File: src/rtl/hz_pkg.sv
package hz_pkg;
  localparam int OPW    = 4;
  localparam int NSTAGE = 5;

  localparam int ST_F = 0;
  localparam int ST_D = 1;
  localparam int ST_E = 2;
  localparam int ST_M = 3;
  localparam int ST_W = 4;

  localparam logic [OPW-1:0] OP_HALT = 4'h0;
  localparam logic [OPW-1:0] OP_NOP  = 4'h1;
  localparam logic [OPW-1:0] OP_LOAD = 4'h5;
  localparam logic [OPW-1:0] OP_JMP  = 4'h7;
  localparam logic [OPW-1:0] OP_CALL = 4'h8;
  localparam logic [OPW-1:0] OP_RET  = 4'h9;
  localparam logic [OPW-1:0] OP_POP  = 4'hB;

  typedef enum logic [1:0] {
    PCS_PRED = 2'd0,
    PCS_FALL = 2'd1,
    PCS_RET  = 2'd2
  } pcsel_e;
endpackage

File: src/rtl/hz_loaduse_det.sv
module hz_loaduse_det
  import hz_pkg::*;
#(
  parameter int REGW = 4,
  parameter logic [REGW-1:0] REG_NONE = '1
) (
  input  logic [OPW-1:0]  exe_op,
  input  logic [REGW-1:0] exe_dst_ld,
  input  logic [REGW-1:0] dec_src_a,
  input  logic [REGW-1:0] dec_src_b,
  output logic            load_use
);
  logic is_load;
  logic dst_valid;
  logic hit;

  always_comb begin
    is_load   = (exe_op == OP_LOAD) || (exe_op == OP_POP);
    dst_valid = (exe_dst_ld != REG_NONE);
    hit       = (exe_dst_ld == dec_src_a) || (exe_dst_ld == dec_src_b);
    load_use  = is_load && dst_valid && hit;
  end
endmodule

File: src/rtl/hz_ret_track.sv
module hz_ret_track
  import hz_pkg::*;
(
  input  logic [OPW-1:0] dec_op,
  input  logic [OPW-1:0] exe_op,
  input  logic [OPW-1:0] mem_op,
  input  logic [OPW-1:0] wb_op,
  output logic           ret_dec,
  output logic           ret_deep,
  output logic           ret_wb
);
  always_comb begin
    ret_dec  = (dec_op == OP_RET);
    ret_deep = (exe_op == OP_RET) || (mem_op == OP_RET);
    ret_wb   = (wb_op == OP_RET);
  end
endmodule

File: src/rtl/hz_branch_unit.sv
module hz_branch_unit
  import hz_pkg::*;
#(
  parameter int FNW = 4
) (
  input  logic           clk,
  input  logic           rst,
  input  logic [OPW-1:0] fch_op,
  input  logic [OPW-1:0] exe_op,
  input  logic [FNW-1:0] exe_fn,
  input  logic           exe_cond_ok,
  output logic           mispredict,
  output logic           recover_q,
  output logic           pred_target
);
  always_comb begin
    mispredict  = (exe_op == OP_JMP) && (exe_fn != '0) && !exe_cond_ok;
    pred_target = (fch_op == OP_JMP) || (fch_op == OP_CALL);
  end

  always_ff @(posedge clk) begin
    if (rst) recover_q <= 1'b0;
    else     recover_q <= mispredict;
  end
endmodule

File: src/rtl/hz_pipe_ctrl.sv
module hz_pipe_ctrl
  import hz_pkg::*;
#(
  parameter int REGW = 4,
  parameter int FNW  = 4,
  parameter logic [REGW-1:0] REG_NONE = '1
) (
  input  logic               clk,
  input  logic               rst,
  input  logic [OPW-1:0]     fch_op,
  input  logic [OPW-1:0]     dec_op,
  input  logic [REGW-1:0]    dec_src_a,
  input  logic [REGW-1:0]    dec_src_b,
  input  logic [OPW-1:0]     exe_op,
  input  logic [FNW-1:0]     exe_fn,
  input  logic [REGW-1:0]    exe_dst_ld,
  input  logic               exe_cond_ok,
  input  logic [OPW-1:0]     mem_op,
  input  logic [OPW-1:0]     wb_op,
  output logic [NSTAGE-1:0]  stage_hold,
  output logic [NSTAGE-1:0]  stage_flush,
  output logic [1:0]         fetch_src,
  output logic               pred_target
);
  logic load_use;
  logic ret_dec, ret_deep, ret_wb;
  logic mispredict, recover_q;
  logic ret_live;
  logic [NSTAGE-1:0] hold_req;
  logic [NSTAGE-1:0] flush_req;

  hz_loaduse_det #(.REGW(REGW), .REG_NONE(REG_NONE)) u_lu (
    .exe_op     (exe_op),
    .exe_dst_ld (exe_dst_ld),
    .dec_src_a  (dec_src_a),
    .dec_src_b  (dec_src_b),
    .load_use   (load_use)
  );

  hz_ret_track u_ret (
    .dec_op   (dec_op),
    .exe_op   (exe_op),
    .mem_op   (mem_op),
    .wb_op    (wb_op),
    .ret_dec  (ret_dec),
    .ret_deep (ret_deep),
    .ret_wb   (ret_wb)
  );

  hz_branch_unit #(.FNW(FNW)) u_br (
    .clk         (clk),
    .rst         (rst),
    .fch_op      (fch_op),
    .exe_op      (exe_op),
    .exe_fn      (exe_fn),
    .exe_cond_ok (exe_cond_ok),
    .mispredict  (mispredict),
    .recover_q   (recover_q),
    .pred_target (pred_target)
  );

  // A return in decode behind a mispredicted jump is on the wrong path: it is cancelled, not waited for.
  always_comb begin
    ret_live  = (ret_dec && !mispredict) || ret_deep;
    hold_req  = '0;
    flush_req = '0;
    hold_req[ST_F]  = load_use || ret_live;
    hold_req[ST_D]  = load_use;
    flush_req[ST_D] = mispredict || (ret_live && !load_use);
    flush_req[ST_E] = mispredict || load_use;
  end

  // Per-stage resolver: a flush overrides a hold on the same register.
  for (genvar g = 0; g < NSTAGE; g++) begin : g_stage
    always_comb begin
      stage_flush[g] = flush_req[g];
      stage_hold[g]  = hold_req[g] && !flush_req[g];
    end
  end

  always_comb begin
    if (recover_q)   fetch_src = PCS_FALL;
    else if (ret_wb) fetch_src = PCS_RET;
    else             fetch_src = PCS_PRED;
  end


  dec_hold_feeds_bubble_chk: assert property (@(posedge clk) disable iff (rst)
    stage_hold[ST_D] |-> (stage_flush[ST_E] && stage_hold[ST_F] && !stage_flush[ST_D]));


  fallthru_next_chk: assert property (@(posedge clk) disable iff (rst)
    (exe_op == OP_JMP && exe_fn != '0 && !exe_cond_ok) |=> (fetch_src == PCS_FALL));


  squash_path_chk: assert property (@(posedge clk) disable iff (rst)
    (exe_op == OP_JMP && exe_fn != '0 && !exe_cond_ok)
      |-> (!stage_hold[ST_F] && stage_flush[ST_D] && stage_flush[ST_E]));


  ret_drain_chk: assert property (@(posedge clk) disable iff (rst)
    (exe_op == OP_RET) |-> (stage_hold[ST_F] && stage_flush[ST_D]));


  ret_addr_chk: assert property (@(posedge clk) disable iff (rst)
    (wb_op == OP_RET) |-> (fetch_src != PCS_PRED));
endmodule

File: config.mk
export PLATFORM = sky130hd
export DESIGN_NAME = hz_pipe_ctrl
export DESIGN_NICKNAME = d
export VERILOG_FILES = /design/src/rtl/hz_pkg.sv /design/src/rtl/hz_loaduse_det.sv /design/src/rtl/hz_ret_track.sv /design/src/rtl/hz_branch_unit.sv /design/src/rtl/hz_pipe_ctrl.sv
export SDC_FILE = /design/constraint.sdc
export NUM_CORES = 1
export LEC_CHECK = 0
export BUFFER_PORTS_ARGS = -buffer_cell sky130_fd_sc_hd__buf_2
export CORE_MARGIN = 3
export CORE_UTILIZATION = 23
export CTS_BUF_LIST = sky130_fd_sc_hd__clkbuf_4
export DETAILED_ROUTE_END_ITERATION = 6
export PLACE_DENSITY_LB_ADDON = 0.2
export SYNTH_ARGS = -nofsm -noshare
export SYNTH_HDL_FRONTEND = slang
export SYNTH_HIERARCHICAL = 1
export SYNTH_SLANG_ARGS = --single-unit
File: constraint.sdc
create_clock -name clk -period 1 [get_ports clk]
set_input_delay 0.15 -clock clk [delete_from_list [all_inputs] [get_ports clk]]
set_output_delay 0.15 -clock clk [all_outputs]
set_load 0.01 [all_outputs]
* Word-level counts from Yosys, hierarchy flattened
Cells that the tools add are included.
Word-level totals: flip-flop bits (word level) 1, input bits 39, output and inout port bits 13
Operators by class: equal/unequal tests 12, muxes and demuxes 2, reduce and logical (&&, ||, !) cells 20
Operators by type and width (number):
- equality test 4 bit (second input constant) | 6
- equality test 4 x 3 -> 1 bit (second input constant) | 3
- equality test 4 bit | 2
- logical OR 1 bit | 8
- logical AND 1 bit | 7
- logical NOT 1 bit | 4
- 2-to-1 mux 2 bit | 2
- inequality test 4 bit (second input constant) | 1
- nonzero test 4 bit | 1

* Longest topological paths before layout
Gate-level depths: netlist (run 1).
depth in word-level cells 10, gate-level depth with buffers 5, gate-level depth less buffers 5

* By module
The synthesis (run 1) kept the hierarchy.
Modules (own cells, without submodules):
- hz_loaduse_det | times used 1, cells each 15, area an instance 117.6 um^2, sequential area each 0.0 um^2
- hz_pipe_ctrl | times used 1, cells each 16, area an instance 101.3 um^2, sequential area each 0.0 um^2
- hz_branch_unit | times used 1, cells each 8, area an instance 76.3 um^2, sequential area each 20.0 um^2
- hz_ret_track | times used 1, cells each 5, area an instance 51.3 um^2, sequential area each 0.0 um^2

* Worst setup path after synthesis (run 1)
No wires, ideal clock.
kind input -> output, start point input exe_fn[1], end point output stage_hold[0], arrival 0.894 ns, setup slack -0.044 ns, stages 3, path buffers 0, cell sequence nor4_1 -> nor3b_1 -> o21ai_0
On the way: longest elaborated chain between the ends 7
RTL lines:
- from (decl) | line hz_pipe_ctrl.sv:15 | input logic [FNW-1:0] exe_fn,
- nonzero test 4 bit | line hz_branch_unit.sv:17 | mispredict = (exe_op == OP_JMP) && (exe_fn != '0) && !exe_cond_ok;
- logical AND 1 bit (2 in a row) | line hz_branch_unit.sv:17
- via mispredict | line hz_pipe_ctrl.sv:27 | logic mispredict, recover_q;
- logical NOT 1 bit | line hz_pipe_ctrl.sv:64 | ret_live = (ret_dec && !mispredict) || ret_deep;
- logical AND 1 bit | line hz_pipe_ctrl.sv:64
- logical OR 1 bit | line hz_pipe_ctrl.sv:64
- logical OR 1 bit | line hz_pipe_ctrl.sv:67 | hold_req[ST_F] = load_use || ret_live;
- to (decl) | line hz_pipe_ctrl.sv:20 | output logic [NSTAGE-1:0] stage_hold,
The timed path passes the listed nets, and every way through them passes these cells.

* Final worst setup path (run 1)
start point input exe_cond_ok, end point output stage_hold[1]
On the way: longest elaborated chain between the ends 9
RTL lines:
- from (decl) | line hz_pipe_ctrl.sv:17 | input logic exe_cond_ok,
- logical NOT 1 bit (*) | line hz_branch_unit.sv:17
- logical AND 1 bit (*) | line hz_branch_unit.sv:17
- via mispredict | line hz_pipe_ctrl.sv:27
- logical NOT 1 bit | line hz_pipe_ctrl.sv:64
- logical AND 1 bit | line hz_pipe_ctrl.sv:64
- logical OR 1 bit | line hz_pipe_ctrl.sv:64
- logical AND 1 bit | line hz_pipe_ctrl.sv:69 | flush_req[ST_D] = mispredict || (ret_live && !load_use);
- logical OR 1 bit (*) | line hz_pipe_ctrl.sv:69
- logical NOT 1 bit (*) | line hz_pipe_ctrl.sv:77 | stage_hold[g] = hold_req[g] && !flush_req[g];
- logical AND 1 bit (*) | line hz_pipe_ctrl.sv:77
Mark *: on every way through the listed nets, which the timed path passes. The rest lies on a longest branch.

==> flow_summary.json, run 1 <==
{
  "max_freq_mhz": 836.4,
  "pwr-share-clk_pct": 0,
  "power_frac_seq_pct": 14.7,
  "power_leakage_uw": 0.0003554,
  "place_ws_ns": -0.3312,
  "synth_top_area_share_pct": 20.22,
  "holdPathStages": 2,
  "syn_area_per_cell_um2": 7.877,
  "yosysSeqAreaShare_pct": 5.776,
  "grt_first_pass_wirelength_mm": 1.807,
  "drt_wl_total_mm": 1.093,
  "clk_pin_slew_ns": 0,
  "total_power_uw": 280.9,
  "power.switching_uw": 94.47,
  "drive_gt1_share_pct": 65.91,
  "grt_pass1_vias": 449,
  "rsz0062_at_grt": "yes",
  "p_sw_share_pct": 33.63,
  "ant_nets": 0,
  "synthCells": 44,
  "dieWidth_um": 44.82,
  "power.density_nw_per_um2": 395.3,
  "hp-class": "primary input to flip-flop",
  "gr-total-overflow": 0,
  "finalMaxSlewViolations": 0,
  "nets": 129,
  "path_cells": "buf_6, nand4bb_4, nor3b_4, and2b_2, buf_6",
  "via_count": 459,
  "status": "finished with violations",
  "ys_types": 23,
  "combPwrFrac_pct": 85.3,
  "fin_ws_ns": -0.1956,
  "die_h_um": 44.82,
  "start_util_pct": 25.67,
  "gp_congestion": 0.6289,
  "syn-cell-area_um2": 346.6,
  "crit_path_max_fanout": 4,
  "worstSetupPathType": "primary input to output pin",
  "cpLargestDelayFamily": "simple AND/OR/NAND/NOR gates",
  "drt-wirelength-per-cell_um": 10.61,
  "row_count": 13,
  "largest_reg_flops": 1,
  "holdPathEnd": "u_br/recover_q",
  "dpl.hpwl_um": 935.5,
  "antenna_cells": 0,
  "core_area_um2": 1350,
  "grt_max_degree": 5,
  "drtPass1Iterations": 1,
  "fin_crit_sh_pct": 119.6,
  "antenna_found_initial": 0,
  "viasPerCell": 4.456,
  "finalHoldViolCount": 0,
  "cp.required_ns": 0.85,
  "hold_ws_ns": 0.3159,
  "worstSetupStartpointType": "primary input",
  "crit_path_frequent_cell": "buf_6",
  "io_buffers": 45,
  "yosysWarnings": 6,
  "irDropWorstVdd_mv": 0.1824,
  "critPathSlowestCell": "and2b_2",
  "synthTopCellsByArea": "xnor2_1 20%, buf_4 15%, nand4bb_1 9.7%",
  "drt_iter0_drc": 0,
  "maxCapViolations": 0,
  "reg.largest.list": "u_br/recover_q (1)",
  "cp.buffers_inverters": 2,
  "grtUsageTotal_pct": 11.11,
  "fin_setup_tns_ns": -0.7535,
  "crit_arrival_ns": 1.05,
  "yosys.area.top_type": "xnor2_1",
  "die-area_um2": 2009,
  "area_delta_synth_final_pct": 105.1,
  "synth-seq-cells": 1,
  "violations": "setup timing",
  "fin_area_um2": 710.7,
  "p_int_uw": 186.4,
  "ios": 52,
  "placed_area_um2": 575.6,
  "setup_viol": 5,
  "hp-start": "rst",
  "period_needed_ns": 1.196,
  "end_kind": "output pin",
  "drc": 0,
  "slowest_delay_ns": 0.25,
  "largest-register": "u_br/recover_q"
}
==> power groups by stage <==
stage	combinational (uW)	sequential, uW	clock [uW]
after CTS	237	41.3	0
final	240	41.3	0
after floorplan	96.6	41.3	0
after global routing	260	41.3	0
after detailed placement	183	41.3	0
after global placement	181	41.3	0
==> how the worst max path moves through the flow <==
stage / startpoint / slack [ns] / endpoint / depth (start not counted)
final: exe_cond_ok / -0.20 / stage_hold[1] / 5
after floorplan: exe_op[3] / 0.03 / stage_hold[1] / 3
after global routing: exe_op[3] / -0.25 / stage_flush[2] / 6
after global placement: exe_dst_ld[0] / -0.27 / stage_hold[0] / 7
after CTS: exe_cond_ok / -0.22 / stage_hold[1] / 5
after detailed placement: exe_op[1] / -0.33 / stage_hold[1] / 6
==> synthesized netlist by cell type <==
master,n
nand4_1,3
nand2_1,2
nor4b_1,1
nor2b_1,1
or4b_1,1
and3b_1,1
o211ai_1,1
o21bai_1,1
nor2_1,2
nand4b_1,1
nor3b_1,2
conb_1,1
or2_1,1
nand4bb_1,3
o21ai_0,1
a21oi_1,1
and4bb_2,2
and2b_2,1
xnor2_1,8
dfxtp_1,1
buf_4,7
inv_1,1
nor4_1,1
==> per-layer routing <==
layer  global-route usage (%)  vias to the layer above  share of wire [%]
met5                        0                        -                  0
met4                        0                        0                  0
met3                   0.3984                        0                 12
met2                    22.35                       24                 55
met1                    13.64                      197                 33
li1                         -                      238                  -
==> kinds of logic after synthesis <==
group,after synthesis,synth area share [%]
and+or+nand+nor,22,49.46
other,1,1.082
AOI/OAI and AO/OA,4,7.219
DFF,1,5.776
xor gates and xnor gates,8,20.22
buffers and inverters,8,16.24
==> cell usage in the layout (no fill, tap or decap), types with 2 or more instances in the layout <==
cell,Yosys,routed
and4bb_2,2,2
buf_2,0,35
buf_4,7,3
buf_6,0,7
conb_1,1,6
nand2_1,2,2
nand4_1,3,3
nand4bb_1,3,2
nor2_1,2,2
nor3b_4,0,2
xnor2_1,8,4
xnor2_2,0,4
==> area by class of cell <==
cell class	count	area, um^2
Fill cell	140	639.4
Inverter	1	3.754
Multi-Input combinational cell	40	376.6
Sequential cell	1	20.02
Tap cell	15	18.77
Timing Repair Buffer	46	291.5
==> metrics by stage <==
stage / util [%] / cells
2_1_floorplan: - / 49
3_3_place_gp: 42.63 / 103
3_5_place_dp: 42.63 / 103
4_1_cts: 52.18 / 103
5_1_grt: 52.64 / 103
6_report: 52.64 / 103
==> repair_timing <==
action                                  4_1_cts  5_1_grt
hold buffers                                  0        0
endpoints found under the setup margin        6        6
setup buffers                                 0        0
pin swaps                                    21        2
endpoints found under the hold margin         0        0
gates resized for setup                      23        1
(Power assumes the default switching activity.)
==> run 2, diff against run 1 <==
RECOVER_POWER = 50   (was unset)
==> flow_summary.json, run 2 (same netlist as run 1, synthesis figures left out) <==
{
  "status": "finished with violations",
  "violations": "setup timing",
  "p_sw_share_pct": 33.65,
  "core_area_um2": 1350,
  "layoutNonFillerInstCount": 103,
  "finalMaxSlewViolations": 0,
  "total_power_uw": 280.8,
  "power_leakage_uw": 0.0003510,
  "mostFrequentLayoutCell": "buf_2",
  "antenna_cells": 0,
  "gp_congestion": 0.6289,
  "drive_gt1_share_pct": 64.77,
  "max_freq_mhz": 836.4,
  "maxCapViolations": 0,
  "drt-wirelength-per-cell_um": 10.61,
  "ios": 52,
  "crit_arrival_ns": 1.05,
  "slowest_delay_ns": 0.25,
  "critPathSlowestCell": "and2b_2",
  "setup_viol": 5,
  "placed_area_um2": 575.6,
  "rsz0062_at_grt": "yes",
  "worstSetupStartpointType": "primary input",
  "dpl.hpwl_um": 935.5,
  "power.density_nw_per_um2": 395.8,
  "grt_first_pass_wirelength_mm": 1.807,
  "final_cell_mix": "34 x buf_2, 7 x buf_6, 6 x conb_1, 4 x xnor2_2, 4 x xnor2_1",
  "cp.buffers_inverters": 2,
  "drtPass1Iterations": 1,
  "dieWidth_um": 44.82,
  "ant_nets": 0,
  "crit_path_max_fanout": 4,
  "path_cells": "buf_6, nand4bb_4, nor3b_4, and2b_2, buf_6",
  "grtUsageTotal_pct": 11.11,
  "viasPerCell": 4.456,
  "power.switching_uw": 94.49,
  "row_count": 13,
  "period_needed_ns": 1.196,
  "largest_reg_flops": 1,
  "io_buffers": 45,
  "p_int_uw": 186.3,
  "worstSetupPathType": "primary input to output pin",
  "via_count": 459,
  "hp-class": "primary input to flip-flop",
  "crit_path_frequent_cell": "buf_6",
  "end_kind": "output pin",
  "hold_buffers": 0,
  "fin_setup_tns_ns": -0.7535,
  "irDropWorstVdd_mv": 0.1824,
  "area_delta_synth_final_pct": 104.7,
  "die-area_um2": 2009,
  "start_util_pct": 25.67,
  "antenna_found_initial": 0,
  "clk_pin_slew_ns": 0,
  "nets": 129,
  "drc": 0,
  "power_frac_seq_pct": 14.7,
  "pwr-share-clk_pct": 0,
  "fin_area_um2": 709.4,
  "drt_wl_total_mm": 1.093,
  "cp.required_ns": 0.85,
  "drt_iter0_drc": 0,
  "combPwrFrac_pct": 85.3,
  "post_cts_buffers": 0,
  "dp.cells": 103,
  "reg.largest.list": "u_br/recover_q (1)",
  "largest-register": "u_br/recover_q",
  "grt_pass1_vias": 449,
  "gr-total-overflow": 0,
  "die_h_um": 44.82,
  "cpLargestDelayFamily": "simple AND/OR/NAND/NOR gates",
  "fin_ws_ns": -0.1956,
  "fin_crit_sh_pct": 119.6,
  "grt_max_degree": 5,
  "final_core_util_pct": 52.55,
  "finalHoldViolCount": 0
}
## run 2: cell types whose count changed in the layout (fill, tap and decap cells not counted)
cell / delta
buf_2: -1
clkbuf_1: +1
## run 2: power groups by stage
stage	Clock, uW	Sequential, uW	Combinational (uW)
2_1_floorplan	0	41.3	96.6
3_3_place_gp	0	41.3	181
3_5_place_dp	0	41.3	183
4_1_cts	0	41.3	237
5_1_grt	0	41.3	260
6_report	0	41.3	240
## run 2: through the flow
| step | worst slack (ns) | hold WS, ns |
|---|---|---|
| final | -0.1956 | 0.3159 |
| after global routing | -0.2550 | 0.3294 |
| after CTS | -0.2229 | 0.3176 |
| after detailed placement | -0.3312 | 0.3176 |
| after global placement | -0.2683 | 0.3185 |
| after floorplan | 0.02628 | 0.2267 |
## run 2: what timing repair did
action                     in CTS  in global routing
resized for setup              23                  1
gates cloned                    0                  0
pin swaps                      21                  2
setup endpoints to repair       6                  6
## run 2: layout make-up
class	count	area [um^2]
timing repair buffer	46	290.3
multi-input combinational	40	376.6
inverter	1	3.754
fill	141	640.6
tap	15	18.77
sequential	1	20.02
## run 2: final timing paths
kind | from | endpoint | depth (start not counted)
min | rst | u_br/recover_q | 2
max | exe_cond_ok | stage_hold[1] | 5
## run 2: metal layers
layer / share of wire [%] / track usage (%)
met5: 0 / 0
met4: 0 / 0
met3: 12 / 0.3984
met2: 55 / 22.35
met1: 33 / 13.64
==> run 3, diff against run 2 <==
GPL_TIMING_DRIVEN = 0   (was unset)
==> flow_summary.json, run 3 (same netlist as run 1, synthesis figures left out) <==
{
  "finalMaxSlewViolations": 0,
  "fin_crit_sh_pct": 123.2,
  "irDropWorstVdd_mv": 0.1552,
  "area_delta_synth_final_pct": 128.5,
  "io_buffers": 45,
  "finalHoldViolCount": 0,
  "violations": "setup timing",
  "row_count": 13,
  "setup_viol": 6,
  "drt_iter0_drc": 3,
  "start_util_pct": 25.67,
  "maxCapViolations": 0,
  "placed_area_um2": 620.6,
  "viasPerCell": 4.345,
  "fin_setup_tns_ns": -0.9316,
  "drt-met1-wl_um": 417,
  "fill_cells": 131,
  "dieWidth_um": 44.82,
  "cp.buffers_inverters": 2,
  "antenna_found_initial": 0,
  "cp-startpoint": "exe_cond_ok",
  "gr-total-overflow": 0,
  "crit_arrival_ns": 1.08,
  "max_freq_mhz": 811.5,
  "power_leakage_uw": 0.0004045,
  "reg.largest.list": "u_br/recover_q (1)",
  "final_cell_mix": "34 x buf_2, 8 x buf_4, 7 x buf_6, 6 x conb_1, 6 x xnor2_2",
  "hp-start": "rst",
  "layoutNonFillerInstCount": 110,
  "via_count": 478,
  "grt_first_pass_wirelength_mm": 1.676,
  "power.density_nw_per_um2": 393.7,
  "worstSetupPathType": "primary input to output pin",
  "critPathSlowestCell": "nor3b_4",
  "end_kind": "output pin",
  "wl_met2_um": 717,
  "fin_area_um2": 792.0,
  "fin_ws_ns": -0.2323,
  "hp-class": "primary input to flip-flop",
  "rsz0062_at_grt": "yes",
  "drtPass1Iterations": 2,
  "gp_congestion": 0.5878,
  "drc": 0,
  "die_h_um": 44.82,
  "dp.cells": 109,
  "slowest_delay_ns": 0.25,
  "core_area_um2": 1350,
  "grt_max_degree": 5,
  "largest_reg_flops": 1,
  "crit_path_frequent_cell": "buf_6",
  "final_core_util_pct": 58.67,
  "antenna_cells": 0,
  "met3WireLength_um": 115,
  "cpLargestDelayFamily": "simple AND/OR/NAND/NOR gates",
  "worstSetupStartpointType": "primary input",
  "nets": 136,
  "ant_nets": 0,
  "hold_ws_ns": 0.3466,
  "status": "finished with violations",
  "period_needed_ns": 1.232,
  "ios": 52,
  "crit_path_max_fanout": 4,
  "mostFrequentLayoutCell": "buf_2",
  "largest-register": "u_br/recover_q",
  "drt-wirelength-per-cell_um": 11.36,
  "grtUsageTotal_pct": 10.52,
  "routed.top_layer": "met3",
  "drive_gt1_share_pct": 70.53,
  "clk_pin_slew_ns": 0,
  "grt_pass1_vias": 407,
  "die-area_um2": 2009,
  "cp.required_ns": 0.85,
  "drt_wl_total_mm": 1.250,
  "path_cells": "buf_6, nand4bb_4, nor3b_4, and2b_2, buf_6"
}
-- run 3: cell types whose count changed in the layout (fill, tap and decap cells not counted), sizes merged --
cell / change
buf: +7
-- run 3: metal layers --
layer / track usage, % / vias up
li1: - / 252
met1: 12.62 / 202
met2: 21.78 / 24
met3: 0 / 0
met4: 0 / 0
met5: 0 / -
-- run 3: final timing paths --
| kind | end | slack, ns | cells past startpoint |
|---|---|---|---|
| max | stage_hold[1] | -0.23 | 5 |
| min | u_br/recover_q | 0.35 | 2 |
-- run 3: power by group --
group | leakage, uW | total [uW] | internal, uW | switching, uW
Clock | 0 | 0 | 0 | 0
Combinational | 0.000396 | 270 | 170 | 100
Sequential | 0.00000807 | 41.3 | 41.1 | 0.179
Total | 0.000405 | 312 | 211 | 100
-- run 3: area by class of cell --
cell class	instances	area [um^2]	share of cell area, %
buffer	7	52.55	6.635
inverter	1	3.754	0.4739
multi-input combinational	40	391.6	49.45
sequential	1	20.02	2.528
tap	15	18.77	2.370
timing repair buffer	46	305.3	38.55
-- run 3: timing repair --
item	in CTS	in global routing
setup endpoints to repair	5	6
resized for setup	19	11
buffers inserted	1	0
pin swaps	11	14
hold buffers	0	0
-- run 3: per-stage QoR --
step	total power (uW)	setup WS, ns
finish	311.8	-0.2323
global route	332.0	-0.3089
CTS	283.4	-0.2436
detailed placement	239.2	-0.3028
global placement	236.4	-0.2780
floorplan	137.9	0.02628
